## src/rtl/baud_pkg.sv

```systemverilog
package baud_pkg;

    localparam logic [1:0] ADR_DIV_LO = 2'd0;
    localparam logic [1:0] ADR_DIV_HI = 2'd1;
    localparam logic [1:0] ADR_CTRL   = 2'd2;
    localparam logic [1:0] ADR_MODE   = 2'd3;

    localparam int unsigned MODE_BIT = 0;

    typedef enum logic {
        CFG_PIN,
        CFG_SOFT
    } cfg_state_e;

    typedef enum logic {
        OS_X16,
        OS_X8
    } os_state_e;

endpackage

```

## src/rtl/baud_regs.sv

```systemverilog
module baud_regs
    import baud_pkg::*;
#(
    parameter int unsigned BYTE_W = 8
) (
    input  logic                  clk,
    input  logic                  rst,
    input  logic                  clk_sel_pin,
    input  logic                  wr_en,
    input  logic [1:0]            wr_addr,
    input  logic [BYTE_W-1:0]     wr_data,
    output logic [2*BYTE_W-1:0]   divisor,
    output logic                  pre_div4,
    output logic                  os_wide_req
);

    localparam int unsigned CTRL_PRE_BIT = BYTE_W - 1;

    logic [BYTE_W-1:0] div_lo_q;
    logic [BYTE_W-1:0] div_hi_q;
    logic              soft_pre_q;
    logic              ctrl_wr;
    cfg_state_e        cfg_q;
    cfg_state_e        cfg_next;

    assign ctrl_wr = wr_en && (wr_addr == ADR_CTRL);

    always_ff @(posedge clk) begin
        if (rst) begin
            div_lo_q    <= BYTE_W'(1);
            div_hi_q    <= '0;
            soft_pre_q  <= 1'b0;
            os_wide_req <= 1'b1;
        end else if (wr_en) begin
            case (wr_addr)
                ADR_DIV_LO: div_lo_q    <= wr_data;
                ADR_DIV_HI: div_hi_q    <= wr_data;
                ADR_CTRL:   soft_pre_q  <= wr_data[CTRL_PRE_BIT];
                default:    os_wide_req <= wr_data[MODE_BIT];
            endcase
        end
    end

    // Configuration state register
    always_ff @(posedge clk) begin
        if (rst) begin
            cfg_q <= CFG_PIN;
        end else begin
            cfg_q <= cfg_next;
        end
    end

    // Next state
    always_comb begin
        cfg_next = cfg_q;
        unique case (cfg_q)
            CFG_PIN:  if (ctrl_wr) cfg_next = CFG_SOFT;
            CFG_SOFT: cfg_next = CFG_SOFT;
        endcase
    end

    // Outputs
    always_comb begin
        unique case (cfg_q)
            CFG_PIN:  pre_div4 = clk_sel_pin;
            CFG_SOFT: pre_div4 = soft_pre_q;
        endcase
    end

    assign divisor = {div_hi_q, div_lo_q};

endmodule

```

## src/rtl/baud_prescale.sv

```systemverilog
module baud_prescale #(
    parameter int unsigned PRE_RATIO = 4
) (
    input  logic clk,
    input  logic rst,
    input  logic div_sel,
    output logic pre_en
);

    localparam int unsigned PC_W = (PRE_RATIO > 1) ? $clog2(PRE_RATIO) : 1;
    localparam logic [PC_W-1:0] PC_LAST = PC_W'(PRE_RATIO - 1);

    logic [PC_W-1:0] pcnt_q;

    always_ff @(posedge clk) begin
        if (rst) begin
            pcnt_q <= '0;
        end else if (pcnt_q == PC_LAST) begin
            pcnt_q <= '0;
        end else begin
            pcnt_q <= pcnt_q + PC_W'(1);
        end
    end

    assign pre_en = div_sel ? (pcnt_q == '0) : 1'b1;

endmodule

```

## src/rtl/baud_divider.sv

```systemverilog
module baud_divider #(
    parameter int unsigned DIV_W = 16
) (
    input  logic             clk,
    input  logic             rst,
    input  logic             pre_en,
    input  logic [DIV_W-1:0] divisor,
    output logic             sample_tick
);

    logic [DIV_W-1:0] cnt_q;
    logic [DIV_W-1:0] eff_div;

    // A zero divisor behaves as one
    assign eff_div = (divisor == '0) ? DIV_W'(1) : divisor;

    always_ff @(posedge clk) begin
        if (rst) begin
            cnt_q <= '0;
        end else if (pre_en) begin
            if (cnt_q == '0) begin
                cnt_q <= eff_div - DIV_W'(1);
            end else begin
                cnt_q <= cnt_q - DIV_W'(1);
            end
        end
    end

    assign sample_tick = pre_en && (cnt_q == '0);

endmodule

```

## src/rtl/baud_bitcount.sv

```systemverilog
module baud_bitcount
    import baud_pkg::*;
#(
    parameter int unsigned OS_HI = 16,
    parameter int unsigned OS_LO = 8
) (
    input  logic clk,
    input  logic rst,
    input  logic sample_tick,
    input  logic os_wide_req,
    output logic bit_tick
);

    localparam int unsigned BC_W = $clog2(OS_HI);
    localparam logic [BC_W-1:0] LAST_HI = BC_W'(OS_HI - 1);
    localparam logic [BC_W-1:0] LAST_LO = BC_W'(OS_LO - 1);

    os_state_e       os_q;
    os_state_e       os_next;
    logic [BC_W-1:0] bcnt_q;
    logic [BC_W-1:0] last;

    // Oversampling state register
    always_ff @(posedge clk) begin
        if (rst) begin
            os_q <= OS_X16;
        end else begin
            os_q <= os_next;
        end
    end

    // Transitions only on a bit boundary
    always_comb begin
        os_next = os_q;
        unique case (os_q)
            OS_X16: if (bit_tick && !os_wide_req) os_next = OS_X8;
            OS_X8:  if (bit_tick &&  os_wide_req) os_next = OS_X16;
        endcase
    end

    // Outputs
    always_comb begin
        unique case (os_q)
            OS_X16: last = LAST_HI;
            OS_X8:  last = LAST_LO;
        endcase
        bit_tick = sample_tick && (bcnt_q == last);
    end

    always_ff @(posedge clk) begin
        if (rst) begin
            bcnt_q <= '0;
        end else if (bit_tick) begin
            bcnt_q <= '0;
        end else if (sample_tick) begin
            bcnt_q <= bcnt_q + BC_W'(1);
        end
    end

endmodule

```

## src/rtl/baud_tick_gen.sv

```systemverilog
module baud_tick_gen
    import baud_pkg::*;
#(
    parameter int unsigned BYTE_W    = 8,
    parameter int unsigned PRE_RATIO = 4,
    parameter int unsigned OS_HI     = 16,
    parameter int unsigned OS_LO     = 8
) (
    input  logic              clk,
    input  logic              rst,
    input  logic              clk_sel_pin,
    input  logic              wr_en,
    input  logic [1:0]        wr_addr,
    input  logic [BYTE_W-1:0] wr_data,
    output logic              sample_tick,
    output logic              bit_tick
);

    localparam int unsigned DIV_W = 2 * BYTE_W;

    logic [DIV_W-1:0] divisor;
    logic             pre_div4;
    logic             os_wide_req;
    logic             pre_en;

    baud_regs #(.BYTE_W(BYTE_W)) u_regs (
        .clk         (clk),
        .rst         (rst),
        .clk_sel_pin (clk_sel_pin),
        .wr_en       (wr_en),
        .wr_addr     (wr_addr),
        .wr_data     (wr_data),
        .divisor     (divisor),
        .pre_div4    (pre_div4),
        .os_wide_req (os_wide_req)
    );

    baud_prescale #(.PRE_RATIO(PRE_RATIO)) u_pre (
        .clk     (clk),
        .rst     (rst),
        .div_sel (pre_div4),
        .pre_en  (pre_en)
    );

    baud_divider #(.DIV_W(DIV_W)) u_div (
        .clk         (clk),
        .rst         (rst),
        .pre_en      (pre_en),
        .divisor     (divisor),
        .sample_tick (sample_tick)
    );

    baud_bitcount #(.OS_HI(OS_HI), .OS_LO(OS_LO)) u_bits (
        .clk         (clk),
        .rst         (rst),
        .sample_tick (sample_tick),
        .os_wide_req (os_wide_req),
        .bit_tick    (bit_tick)
    );

endmodule

```

## config.mk

```make
export PLATFORM = sky130hd
export DESIGN_NAME = baud_tick_gen
export DESIGN_NICKNAME = d
export VERILOG_FILES = /design/src/rtl/baud_pkg.sv /design/src/rtl/baud_regs.sv /design/src/rtl/baud_prescale.sv /design/src/rtl/baud_divider.sv /design/src/rtl/baud_bitcount.sv /design/src/rtl/baud_tick_gen.sv
export SDC_FILE = /design/constraint.sdc
export NUM_CORES = 1
export LEC_CHECK = 0
export BUFFER_PORTS_ARGS = -buffer_cell sky130_fd_sc_hd__buf_4
export CAP_MARGIN = 0
export CORE_ASPECT_RATIO = 0.5
export CORE_MARGIN = 4
export CORE_UTILIZATION = 55
export CTS_BUF_LIST = sky130_fd_sc_hd__clkbuf_2
export DETAILED_ROUTE_END_ITERATION = 16
export PLACE_DENSITY_LB_ADDON = 0.2
export SYNTH_ARGS = -nofsm -noshare
export SYNTH_HDL_FRONTEND = slang
export SYNTH_SLANG_ARGS = --single-unit
```

## constraint.sdc

```tcl
create_clock -name clk -period 3.36 [get_ports clk]
set_input_delay 1.008 -clock clk [delete_from_list [all_inputs] [get_ports clk]]
set_output_delay 1.008 -clock clk [all_outputs]
set_load 0.1 [all_outputs]
```

---- After elaboration in Yosys (flattened, before gate mapping) ----
Cells that the tools add are included.
word-level totals
  memory bits (read-only) ................. 0
  RAM bits ................................ 0
  word-level logic and storage cells ...... 47
  register bits ........................... 42
  output and inout bits ................... 2
  input port bits ......................... 14
  latch bits .............................. 0
  memories kept ........................... 0
cells by class
  add/subtract/negate cells ............... 4
  $lt $le $gt $ge ......................... 0
  equal/unequal tests ..................... 4
  div/mod/pow operators ................... 0
  shifts and indexed selects .............. 0
  reduce and logical (&&, ||, !) cells .... 17
  multiplexer cells ....................... 10
  bitwise logic cells ..................... 3
  multiply operators ...................... 0
operators by type and width
  operator                                                               number
  16-bit zero test                                                       2
  16-bit 2-to-1 mux                                                      2
  16-bit by 1-bit subtractor with 16-bit output (second input constant)  2
  4-bit case mux with 2 select lines                                     1
  2-bit AND reduction                                                    4
  1-bit case mux with 2 select lines                                     3
  1-bit logical AND                                                      5
  4-bit by 1-bit adder with 4-bit output (second input constant)         1
  2-bit == test (second input constant)                                  2
  4-bit == test                                                          1
  2-bit zero test                                                        2
  1-bit 2-to-1 mux                                                       4
  2-bit OR reduction                                                     2
  1-bit NOT                                                              3
  3-bit OR reduction                                                     1
  2-bit by 1-bit adder with 2-bit output (second input constant)         1
  2-bit by 1-bit == test with 1-bit output (second input constant)       1
  1-bit zero test                                                        1

---- Depth between registers and ports, before layout ----
  depth in word-level cells ............... 8
  gate-level depth with buffers ........... 12
  mapped depth without buffers ............ 12

---- Cells and area by module ----
Synthesis repeated with hierarchy kept, for this count alone.
unflattened totals
  cell total of the unflattened synthesis .. 279
  area total of the unflattened synthesis .. 2,509.9 um2
modules (own cells, without submodules)
  module         sequential area each (um2)  cells each  area each (um2)  times used
  baud_divider   320.3                       173         1,370.1          1
  baud_regs      380.4                       75          812.0            1
  baud_bitcount  100.1                       22          226.5            1
  baud_prescale  40.0                        9           101.3            1

---- Worst setup path before layout ----
Ideal clock, no wire load.
  path kind ............................... input to output
  start point ............................. in clk_sel_pin
  end point ............................... out bit_tick
  data required time ...................... 2.352 ns
  buffers on the path ..................... 1
  setup slack ............................. -0.514 ns
  stages .................................. 5
  arrival ................................. 2.866 ns
  cells stage by stage .................... mux2i_1 nor2_1 nor3_4 and4_1 buf_4
between the ends
  cells in the longest elaborated chain, start to end .. 4
RTL lines
  what                                RTL line             text
  start, declared                     baud_tick_gen.sv:11  input logic clk_sel_pin,
  1-bit case mux with 2 select lines  baud_regs.sv:64      unique case (cfg_q)
  1-bit 2-to-1 mux                    baud_prescale.sv:25  assign pre_en = div_sel ? (pcnt_q == '0) : 1'b1;
  1-bit logical AND                   baud_divider.sv:29   assign sample_tick = pre_en && (cnt_q == '0);
  net sample_tick                     baud_tick_gen.sv:15  output logic sample_tick,
  1-bit logical AND                   baud_bitcount.sv:47  bit_tick = sample_tick && (bcnt_q == last);
  end, declared                       baud_tick_gen.sv:16  output logic bit_tick
The timed path passes the listed nets, and every way through them passes these cells.

---- Final worst setup path ----
  start point ............................. reg u_div.cnt_q[12]
  end point ............................... out sample_tick
between the ends
  cells in the longest elaborated chain, start to end .. 2
RTL lines
  what                    RTL line             text
  start, declared         baud_divider.sv:11   logic [DIV_W-1:0] cnt_q;
  start signal, assigned  baud_divider.sv:22   cnt_q <= eff_div - DIV_W'(1);
  start signal, assigned  baud_divider.sv:24   cnt_q <= cnt_q - DIV_W'(1);
  16-bit zero test        baud_divider.sv:29
  1-bit logical AND       baud_divider.sv:29
  end, declared           baud_tick_gen.sv:15
Every way passes these cells.

==> metrics.md <==
| Metric | Value |
|---|---|
| Row count | `16` |
| Max Fclk | `between 300 and 400 MHz` |
| Util after Layout | `around two thirds` |
| Routed WL per cell | `between 15 and 20 um` |
| Final-report hold violation count | `0` |
| Core Region | `roughly 4000 sq um` |
| Max_slew headroom | `a little over three fifths` |
| CTS root buffer | `clkbuf_2` |
| CTS clk-pin slew, worst paths | `around 0.22 ns` |
| Mapped Cells | `259` |
| Final Non-Filler Cells | `331` |
| Combinational Power Share | `51.2%` |
| Power Density | `823 nW/um^2` |
| Sw power | `0.000945 W` |
| Drt via density | `between 6 and 7` |
| Cell Area, Synth | `between 2000 and 2500 sq um` |
| Final min period | `about 3.2 ns` |
| Largest net degree at the start of global routing | `39` |
| Maximum buffer depth of the clock tree | `2` |
| Layout cells sized above 1 | `19.1%` |
| Cell Int Power | `0.00121 W` |
| Sequential Power Share | `between 30% and 40%` |
| Run status | `finished clean` |
| Max-slew violations | `0` |
| Initial antenna violation count | `0` |
| TritonCTS clock tree | `done` |
| Post-synth cell types | `58` |
| Sequential area share after synthesis | `between 30% and 40%` |
| Max-capacitance violation count | `0` |
| Placed Area | `approximately 2500 sq um` |
| Sink Count | `between 40 and 50` |
| DIE AREA | `around 5400 sq um` |
| Num CTS Buffers | `5` |
| Hold buffer count at CTS | `0` |
| Vias in the first global route | `roughly 1800` |
| Leak | `1.04 nW` |
| Area share of the largest cell type after synthesis | `36.2%` |
| Final Total Pwr | `between 0.002 and 0.0025 W` |
| Yosys warns | `0` |
| CP Cell Sequence | `nor4_4 > nand3_4 > nor3_4 > buf_4 > buf_4` |
| Crit-path max cell delay | `0.42 ns` |
| Syn avg cell area | `between 8 and 9 sq um` |
| Worst skew pair latency | `~0.42 ns` |
| Syn Nets | `roughly 280` |
| GRT Util Overall | `approximately 21%` |
| Post-route cell area | `2620 sq um` |
| Commonest cells in the netlist | `42 x dfxtp_1, 39 x nor2_1, 25 x mux2i_1, 16 x nand2_1, 16 x nor3_1` |
| Worst setup SP type | `flop` |
| Yosys reg bits | `42` |
| Placed Cells | `approximately 320` |
| Drt pass-1 iters | `4` |
| Worst path slowest cell | `dfxtp_1` |
| Worst VDD drop | `about 0.49 mV` |
| Critical path's most frequent cell | `buf_4` |
| Setup_tns | `0 ns` |
| First-pass GRT wire length | `just under 9 mm` |
| Crit-path max FO | `9` |
| Worst endpoint data arrival time | `between 2 and 2.5 ns` |
| H-tree depth | `2` |
| Ys async rst share | `0%` |
| EDFF count, synth | `0` |
| WS Path Type | `reg -> out` |
| Antenna Violating Nets Remaining | `0` |
| IO Count | `16` |
| Worst Skew | `0.0231 ns` |
| P&R area growth vs syn | `13.1%` |
| Req. time, crit path | `approximately 2.4 ns` |
| Remaining DRCs | `0` |
| Gpl congestion | `1.00` |
| Synth top area cells | `dfxtp_1 36%, mux2i_1 11%, nor2_1 6.3%` |
| NumNets Final | `294` |
| Clock share of power | `roughly 18%` |
| Critical path endpoint category | `output port` |
| Vias | `a little over 2000` |
| Period Utilization, post-route | `95.8%` |
| Slew @ Worst Pin | `approximately 0.55 ns` |
| Total global routing overflow | `0` |
| Most frequent cell after synthesis | `dfxtp_1` |
| Die width | `roughly 100 um` |
| Top FF cell, synth | `dfxtp_1` |
| Detailed-placement wirelength estimate | `roughly 4.0 mm` |
| Switching share of power | `43.8%` |
| Antenna fix cells | `0` |
| Setup violators final | `0` |
| Synth area leader | `dfxtp_1` |
| Starting Density | `58.2%` |
| Min-delay worst type | `reg -> reg` |
| DR iter-0 viols | `between 100 and 150` |
| Die height | `~54 um` |
| PortBufs | `15` |
| Final wirelength | `approximately 5.4 mm` |
## state kept, by name, summed over array words and instances (netlist names), named ones only
register / count
u_div.cnt_q: 16
u_regs.div_hi_q: 8
u_bits.bcnt_q: 4
u_regs.div_lo_q: 8
u_regs.soft_pre_q: 1
u_regs.cfg_q: 1
u_pre.pcnt_q: 2
u_regs.os_wide_req: 1
## logic make-up (layout without fill, tap and decap cells)
| logic type | after synthesis | in the layout | synth area share [%] |
|---|---|---|---|
| AOI/OAI and AO/OA | 53 | 53 | 18.5 |
| xor gates and xnor gates | 4 | 4 | 1.51 |
| adders and majority gates | 4 | 4 | 2.16 |
| buffers and inverters | 16 | 34 | 2.80 |
| DFF | 42 | 42 | 36.2 |
| muxes | 25 | 25 | 10.8 |
| and+or+nand+nor | 115 | 115 | 28.0 |
## timing repair
item,4_1_cts,5_1_grt
endpoints found under the setup margin,0,2
buffers inserted,0,1
resized for setup,0,2
## path summary, 6_finish.rpt
| path | from | endpoint | slack, ns | cells after the start |
|---|---|---|---|---|
| max | u_div.cnt_q[12] | sample_tick | 0.14 | 5 |
| min | u_pre.pcnt_q[0] | u_pre.pcnt_q[0] | 0.49 | 1 |
| max reg2reg | u_regs.div_hi_q[0] | u_div.cnt_q[12] | 0.46 | 12 |
| min reg2reg | u_pre.pcnt_q[0] | u_pre.pcnt_q[0] | 0.49 | 1 |
## through the flow
step                      hold WS [ns]  worst slack, ns
after floorplan                  0.429           -0.368
after global placement           0.437            0.362
after detailed placement         0.471            0.348
after CTS                        0.497           0.0105
after global routing             0.526        -0.000991
final                            0.491            0.142
## power groups by stage
stage / Clock, W / Sequential, W / Combinational, W
4_1_cts: 0.000386 / 0.000669 / 0.00108
3_5_place_dp: 0 / 0.000679 / 0.00107
2_1_floorplan: 0 / 0.000655 / 0.000869
6_report: 0.000382 / 0.000671 / 0.00111
3_3_place_gp: 0 / 0.000673 / 0.00104
5_1_grt: 0.000408 / 0.000682 / 0.00120
## placed cells by master, fill, tap and decap left out, types with 3 or more instances in the layout
| cell | synthesis | routed |
|---|---|---|
| a211oi_1 | 8 | 8 |
| ha_1 | 4 | 4 |
| o31ai_1 | 5 | 5 |
| nor3b_1 | 4 | 4 |
| nor2_1 | 39 | 38 |
| xor2_1 | 3 | 3 |
| buf_4 | 1 | 21 |
| mux2i_1 | 25 | 24 |
| a31oi_1 | 5 | 5 |
| nand3_1 | 5 | 5 |
| nor3_1 | 16 | 16 |
| clkbuf_2 | 0 | 5 |
| dfxtp_1 | 42 | 42 |
| nand4_1 | 4 | 4 |
| or3_1 | 3 | 3 |
| nor4_1 | 5 | 5 |
| o21ai_0 | 4 | 4 |
| inv_1 | 4 | 4 |
| nand2_1 | 16 | 15 |
| a21oi_1 | 11 | 11 |
## metal layers
layer | part of all wire, % | wire, um | up-vias | GRT usage, %
met5 | 0 | 0 | - | 0
met4 | 0.63 | 34 | 0 | 3.85
met3 | 6.0 | 323 | 4 | 5.82
met2 | 44 | 2360 | 54 | 34.1
met1 | 50 | 2670 | 945 | 29.7
li1 | - | - | 1012 | -
## critical path: cells and delay by family (launching register included)
family | cells | cell delay [ns]
buffers and inverters | 2 | 0.47
DFF | 1 | 0.42
and+or+nand+nor | 3 | 0.90
## area by class of cell
type	instances	area (sq um)
multi-input combinational	201	1440
fill	334	1360
sequential	42	841
timing repair buffer	22	169
clock inverter	3	68.8
tap	54	67.6
clock buffer	5	25.0
inverter	4	15.0
Note: power is estimated with default switching activity, not from simulation.
